==> src/rtl/port_rd_pkg.sv <==
package port_rd_pkg;
  typedef enum logic [0:0] {
    SZ_BYTE = 1'b0,
    SZ_HALF = 1'b1
  } xfer_size_e;

  typedef enum logic [0:0] {
    ST_IDLE = 1'b0,
    ST_WAIT = 1'b1
  } seq_state_e;
endpackage

==> src/rtl/prd_addr_gen.sv <==
// Effective address: base + sign-extended offset, wraps silently.
module prd_addr_gen
  import port_rd_pkg::*;
#(
  parameter int ADDR_W = 32,
  parameter int DISP_W = 16
) (
  input  logic [ADDR_W-1:0] base_i,
  input  logic [DISP_W-1:0] disp_i,
  input  xfer_size_e        size_i,
  output logic [ADDR_W-1:0] addr_o
);
  localparam int EXT_W = ADDR_W - DISP_W;

  logic [ADDR_W-1:0] disp_ext;
  logic [ADDR_W-1:0] sum;

  always_comb begin
    disp_ext = {{EXT_W{disp_i[DISP_W-1]}}, disp_i};
    sum      = base_i + disp_ext;
    if (size_i == SZ_HALF) addr_o = {sum[ADDR_W-1:1], 1'b0};
    else                   addr_o = sum;
  end
endmodule

==> src/rtl/prd_bus_seq.sv <==
// Holds the port request registered until acknowledged.
module prd_bus_seq
  import port_rd_pkg::*;
#(
  parameter int ADDR_W = 32
) (
  input  logic              clk,
  input  logic              rst,
  input  logic              start_i,
  input  logic [ADDR_W-1:0] addr_i,
  input  xfer_size_e        size_i,
  input  logic              pack_i,
  output logic              busy_o,
  output logic              preq_o,
  output logic [ADDR_W-1:0] paddr_o,
  output xfer_size_e        psize_o,
  output logic              ack_fire_o
);
  seq_state_e state_q;

  assign busy_o     = (state_q == ST_WAIT);
  assign ack_fire_o = preq_o & pack_i;

  always_ff @(posedge clk) begin
    if (rst) begin
      state_q <= ST_IDLE;
      preq_o  <= 1'b0;
      paddr_o <= '0;
      psize_o <= SZ_BYTE;
    end else begin
      case (state_q)
        ST_IDLE: begin
          if (start_i) begin
            state_q <= ST_WAIT;
            preq_o  <= 1'b1;
            paddr_o <= addr_i;
            psize_o <= size_i;
          end
        end
        ST_WAIT: begin
          if (pack_i) begin
            state_q <= ST_IDLE;
            preq_o  <= 1'b0;
          end
        end
        default: state_q <= ST_IDLE;
      endcase
    end
  end
endmodule

==> src/rtl/prd_lane_pick.sv <==
// Selects the addressed byte or halfword lane and zero-extends it.
module prd_lane_pick
  import port_rd_pkg::*;
#(
  parameter int DATA_W = 32,
  localparam int LANES = DATA_W / 8,
  localparam int SEL_W = $clog2(LANES)
) (
  input  logic [DATA_W-1:0] rdata_i,
  input  logic [SEL_W-1:0]  sel_i,
  input  xfer_size_e        size_i,
  output logic [DATA_W-1:0] data_o
);
  localparam int HALVES = LANES / 2;

  logic [7:0]  byte_lane [LANES];
  logic [15:0] half_lane [HALVES];

  for (genvar g = 0; g < LANES; g++) begin : g_byte
    assign byte_lane[g] = rdata_i[8*g +: 8];
  end
  for (genvar h = 0; h < HALVES; h++) begin : g_half
    assign half_lane[h] = rdata_i[16*h +: 16];
  end

  always_comb begin
    data_o = '0;
    if (size_i == SZ_HALF) data_o[15:0] = half_lane[sel_i[SEL_W-1:1]];
    else                   data_o[7:0]  = byte_lane[sel_i];
  end
endmodule

==> src/rtl/port_rd_engine.sv <==
module port_rd_engine
  import port_rd_pkg::*;
#(
  parameter int ADDR_W = 32,
  parameter int DISP_W = 16,
  parameter int DATA_W = 32
) (
  input  logic              clk,
  input  logic              rst,
  input  logic              start_i,
  input  logic [ADDR_W-1:0] base_i,
  input  logic [DISP_W-1:0] disp_i,
  input  logic              size_i,
  output logic              busy_o,
  output logic              preq_o,
  output logic [ADDR_W-1:0] paddr_o,
  output logic              psize_o,
  input  logic              pack_i,
  input  logic [DATA_W-1:0] prdata_i,
  output logic              wb_valid_o,
  output logic [DATA_W-1:0] wb_data_o
);
  localparam int SEL_W = $clog2(DATA_W / 8);

  xfer_size_e        size_in;
  xfer_size_e        size_q;
  logic [ADDR_W-1:0] eff_addr;
  logic              ack_fire;
  logic [DATA_W-1:0] picked;

  assign size_in = xfer_size_e'(size_i);
  assign psize_o = size_q;

  prd_addr_gen #(.ADDR_W(ADDR_W), .DISP_W(DISP_W)) u_addr (
    .base_i (base_i),
    .disp_i (disp_i),
    .size_i (size_in),
    .addr_o (eff_addr)
  );

  prd_bus_seq #(.ADDR_W(ADDR_W)) u_seq (
    .clk        (clk),
    .rst        (rst),
    .start_i    (start_i),
    .addr_i     (eff_addr),
    .size_i     (size_in),
    .pack_i     (pack_i),
    .busy_o     (busy_o),
    .preq_o     (preq_o),
    .paddr_o    (paddr_o),
    .psize_o    (size_q),
    .ack_fire_o (ack_fire)
  );

  prd_lane_pick #(.DATA_W(DATA_W)) u_pick (
    .rdata_i (prdata_i),
    .sel_i   (paddr_o[SEL_W-1:0]),
    .size_i  (size_q),
    .data_o  (picked)
  );

  always_ff @(posedge clk) begin
    if (rst) begin
      wb_valid_o <= 1'b0;
      wb_data_o  <= '0;
    end else begin
      wb_valid_o <= ack_fire;
      if (ack_fire) wb_data_o <= picked;
    end
  end
endmodule

==> config.mk <==
export PLATFORM = sky130hd
export DESIGN_NAME = port_rd_engine
export DESIGN_NICKNAME = d
export VERILOG_FILES = /design/src/rtl/port_rd_pkg.sv /design/src/rtl/prd_addr_gen.sv /design/src/rtl/prd_bus_seq.sv /design/src/rtl/prd_lane_pick.sv /design/src/rtl/port_rd_engine.sv
export SDC_FILE = /design/constraint.sdc
export NUM_CORES = 1
export LEC_CHECK = 0
export CELL_PAD_IN_SITES_DETAIL_PLACEMENT = 0
export CELL_PAD_IN_SITES_GLOBAL_PLACEMENT = 1
export CORE_MARGIN = 4
export CORE_UTILIZATION = 34
export CTS_CLUSTER_DIAMETER = 80
export DETAILED_ROUTE_END_ITERATION = 8
export GPL_TIMING_DRIVEN = 0
export PLACE_DENSITY_LB_ADDON = 0.1
export SLEW_MARGIN = 10
export SYNTH_ARGS = -nofsm -noshare
export SYNTH_HDL_FRONTEND = slang
export SYNTH_SLANG_ARGS = --single-unit
==> constraint.sdc <==
create_clock -name clk -period 4.55 [get_ports clk]
set_clock_uncertainty 0.2 [all_clocks]
set_input_delay 0.455 -clock clk [delete_from_list [all_inputs] [get_ports clk]]
set_output_delay 0.455 -clock clk [all_outputs]
set_load 0.01 [all_outputs]
Word level (Yosys, flattened, before mapping) --
Index checks and enable logic that the tools add are counted.
Word-level totals: register bits after elaboration 52, input port bits 85, output and inout bits 68, word-level logic and storage cells 32
Cells by class: $add $sub $neg 1, magnitude comparators 2, eq/ne operators 2, mux-type cells 15, bitwise logic cells 4, reductions and logical operators 2
Operators with widths (number):
- 16-bit two-way mux | 3
- 32-bit adder | 1
- 8-bit two-way mux | 4
- 8-bit binary-select mux with 2-bit select | 1
- 1-bit two-way mux | 5
- 2-bit inequality test, second input constant | 2
- 1-bit one-hot mux with 2 select lines | 2
- 2-bit AND reduction | 2
- 3-bit greater-or-equal comparator, second input constant | 1
- 2-bit NOT with 3-bit output | 1
- 2-bit greater-or-equal comparator, second input constant | 1
- 1-bit NOT with 2-bit output | 1
- 1-bit bitwise AND | 1
- 1-bit NOT | 1

Longest topological paths before layout --
depth in word-level cells 5, gate-level depth with buffers 9

Modules after synthesis --
From an unflattened synthesis, not the netlist that was laid out.
Second synthesis, totals: cells, all modules 572, area total of the unflattened synthesis 5363.9 um^2
By module, submodules not included:
- prd_addr_gen | instances 1, cells each 264, area an instance 1931.9 um^2, seq. area each 0.0 um^2
- prd_bus_seq | instances 1, cells each 157, area an instance 1730.4 um^2, seq. area each 700.7 um^2
- port_rd_engine | instances 1, cells each 106, area an instance 1202.4 um^2, seq. area each 660.6 um^2
- prd_lane_pick | instances 1, cells each 45, area an instance 499.2 um^2, seq. area each 0.0 um^2

Least setup slack after synthesis --
OpenSTA, ideal clock, no wires.
path type input to register, from input port base_i[0], to register u_seq.paddr_o[18], library setup time 0.117 ns, arrival 2.383 ns, required time 4.233 ns, slack 1.850 ns, stages on the path 8, cells stage by stage ha_1 > fa_1 > a21o_1 > a311o_2 > nand4_2 > a211oi_1 > or3_1 > a32o_1
Between the ends: longest elaborated chain between the ends 1
Ends and longest elaborated chain:
- from (decl) | line port_rd_engine.sv:11 | input logic [ADDR_W-1:0] base_i,
- 32-bit adder | line prd_addr_gen.sv:20 | sum = base_i + disp_ext;
- to (signal assigned) | line prd_bus_seq.sv:36 | paddr_o <= addr_i;
- to (decl) | line prd_bus_seq.sv:15 | output logic [ADDR_W-1:0] paddr_o,
Every way passes these cells. A chain may end at the register's enable or synchronous reset.

Final worst setup path --
from input port disp_i[15], to register u_seq.paddr_o[26]
Between the ends: longest elaborated chain between the ends 1
Ends and longest elaborated chain:
- from (decl) | line port_rd_engine.sv:12 | input logic [DISP_W-1:0] disp_i,
- 32-bit adder | line prd_addr_gen.sv:20
Every way passes these cells.

==> impl_metrics.py <==
metrics = {
    "status": {
        "status": "finished clean",
    },
    "detailed_routing": {
        "wl_per_cell_um": 15.25,
        "drtIter0Drc": 185,
        "vias": 4072,
        "drcViolationCount": 0,
        "vias_per_cell": 5.065,
        "postRouteWirelength_mm": 12.26,
        "ant_nets": 0,
        "drt-pass1-iter-count": 5,
    },
    "placed_design": {
        "gp_congestion": 0.8556,
        "post-dp-hpwl_mm": 10.35,
        "io_buffer_count": 135,
        "placedCellCount": 796,
        "postPlaceCellArea_um2": 5572,
    },
    "pwr": {
        "power.total_uw": 1451,
        "irDropWorstVdd_v": 0.0001497,
        "power_leakage_uw": 0.002275,
        "powerDensity_nw_per_um2": 253.7,
    },
    "synthesis": {
        "yosysWarningCount": 0,
        "async_flop_share_pct": 0,
        "synthDistinctLibCells": 61,
        "ys_seq_elements": 52,
        "syn-cell-area_um2": 3985,
        "seq_area_frac_synth_pct": 26.12,
        "syn_inst": 503,
        "synth_edf_count": 0,
        "syn_area_per_cell_um2": 7.923,
        "synthFlopType": "dfxtp_1",
    },
    "setup_path": {
        "worst_path_largest_cell_delay_ns": 0.90,
        "path_max_fanout": 17,
        "cpMostUsedCell": "o21ai_1",
        "start_kind": "input port",
        "cp_top_family": "compound AO/OA/AOI/OAI gates",
        "crit_type": "input port to register",
        "critPathCaptureType": "register",
        "slowest_stage": "clkdlybuf4s50_1",
        "cp.required_ns": 4.51,
        "crit_chain": "clkdlybuf4s50_1 > ha_1 > clkbuf_1 > o21ai_1 > o211ai_1 > a221oi_1 > o21ai_0 > a41oi_1 > xor2_1 > o21ai_1",
        "arrival_ns": 3.35,
        "crit_buf_inv": 2,
    },
    "finish": {
        "design_area_um2": 5722,
        "postLayoutCoreUtil_pct": 49.90,
        "drive_gt1_share_pct": 8.926,
        "antenna_cells": 0,
        "fin_cells": 804,
        "syn2layout_area_growth_pct": 43.58,
        "nets": 777,
    },
    "sta": {
        "slew_headroom_pct": 53.16,
        "final.min_clock_period_ns": 3.391,
        "setup_viol": 0,
        "hold_viol": 0,
        "period_share_pct": 74.54,
        "rsz0062_at_grt": "false",
        "fin_setup_tns_ns": 0,
        "max_freq_ghz": 0.2949,
        "drv_slew": 0,
        "tightestPinTransition_ns": 0.7000,
    },
    "global_route": {
        "track_usage_pct": 17.33,
        "grt_start_max_net_pins": 18,
        "first_global_vias": 3853,
        "antenna_found_initial": 0,
        "grt_first_pass_wirelength_mm": 18.97,
        "grt_overflow": 0,
    },
    "clocking": {
        "clock-root-buffer": "clkbuf_16",
        "clkTransAtPathRegs_ns": 0.07,
        "cts_tree": "done",
        "clock_latency_ns": 0.28,
        "tritoncts.num_buffers": 5,
        "postCtsHoldBufs": 0,
        "clockBufferDepth": 2,
        "clock-sinks": 52,
        "htreeDepth": 2,
        "cts_resized": 0,
        "cts_setup_buffers": 0,
    },
    "job": {
        "max-cap-violations": 0,
    },
    "floorplan": {
        "core.rowCount": 39,
        "core_area_um2": 11470,
        "die_h_um": 116.3,
        "ios": 153,
        "die_area_um2": 13520,
        "start_util_pct": 34.75,
        "die_w_um": 116.3,
    },
    "worst_hold_path": {
        "hold_class": "register to register",
    },
}
## synth_stat cells (9+ instances only)
library cell	count	area share [%]
nand2_1	59	5.6
a21oi_1	54	6.8
dfxtp_1	52	26
nor2_1	44	4.1
ha_1	31	9.7
o21ai_0	21	2.6
clkbuf_1	19	1.8
buf_4	18	3.4
a21o_1	14	2.6
nand3_1	14	1.8
a211oi_1	12	2.3
xor2_1	12	2.6
o21ai_1	11	1.4
xnor2_1	11	2.4
a22oi_1	9	1.7
mux2i_1	9	2.3
nand4_1	9	1.4
## flip-flops by register name, summed over array words and instances, names as in the netlist
signal and cells:
u_seq.busy_o 1, wb_data_o 16, u_seq.psize_o 1, wb_valid_o 1, u_seq.preq_o 1, u_seq.paddr_o 32
## cell type report
class                           instances  area [um2]
Fill cell                            1182        5746
Multi-Input combinational cell        417        2733
Timing Repair Buffer                  135        1351
Sequential cell                        52        1041
Buffer                                 46       256.5
Tap cell                              143       178.9
Clock buffer                            7       142.6
Inverter                                3       11.26
Clock inverter                          1       7.507
## logic make-up (layout without fill, tap and decap cells)
| kind of cell | after synthesis | in the layout | share of synthesized area (%) |
|---|---|---|---|
| buffers and inverters | 49 | 192 | 6.719 |
| adders and majority gates | 32 | 32 | 10.24 |
| DFF | 52 | 52 | 26.12 |
| AOI/OAI and AO/OA | 166 | 166 | 27.72 |
| xor gates and xnor gates | 23 | 23 | 5.055 |
| and+or+nand+nor | 163 | 163 | 19.53 |
| other | 1 | 16 | 0.09410 |
| muxes | 17 | 17 | 4.521 |
## final timing paths
check	depth (start not counted)	startpoint	slack [ns]	endpoint
worst max-delay path	10	disp_i[15]	1.16	u_seq.paddr_o[26]
worst max register to register	7	u_seq.paddr_o[1]	2.40	wb_data_o[5]
worst min register to register	2	u_seq.paddr_o[21]	0.25	u_seq.paddr_o[21]
worst min-delay path	2	u_seq.paddr_o[21]	0.25	u_seq.paddr_o[21]
## placed cells by master (no fill, tap or decap), types with 11 or more instances in the layout
master,netlist,layout
nand2_1,59,59
o21ai_1,11,11
dfxtp_1,52,52
nand3_1,14,14
ha_1,31,31
clkdlybuf4s50_1,0,135
a21oi_1,54,54
nor2_1,44,44
a21o_1,14,14
buf_4,18,18
clkbuf_1,19,20
a211oi_1,12,12
xnor2_1,11,11
conb_1,1,16
o21ai_0,21,21
xor2_1,12,12
## layer usage
metal | wire length [um] | up-vias | track usage (%)
met5 | 0 | - | 0
met4 | 0 | 0 | 2.707
met3 | 702 | 0 | 2.642
met2 | 5777 | 109 | 29.60
met1 | 5779 | 1847 | 23.58
li1 | - | 2116 | -
## through the flow
step / hold WS (ns) / worst slack (ns)
6_report: 0.2501 / 1.159
5_1_grt: 0.2695 / 0.9299
4_1_cts: 0.2540 / 1.146
3_5_place_dp: 0.2445 / 0.8485
3_3_place_gp: 0.2385 / 0.8019
2_1_floorplan: 0.2697 / 1.850
## power by group
part / internal (uW) / leakage (uW) / switching (uW)
logic: 276 / 0.00178 / 284
clock network: 219 / 0.0000701 / 159
registers: 491 / 0.000426 / 21.7
total: 986 / 0.00228 / 465
## worst reg2reg max path: stages (launching register included)
cell	delay (ns)
dfxtp_1	0.33
clkbuf_1	0.36
buf_2	0.38
mux2_2	0.41
nor2_1	0.11
a211oi_1	0.06
a21oi_1	0.14
nor2_1	0.05
Note: power is estimated with default switching activity, not from simulation.
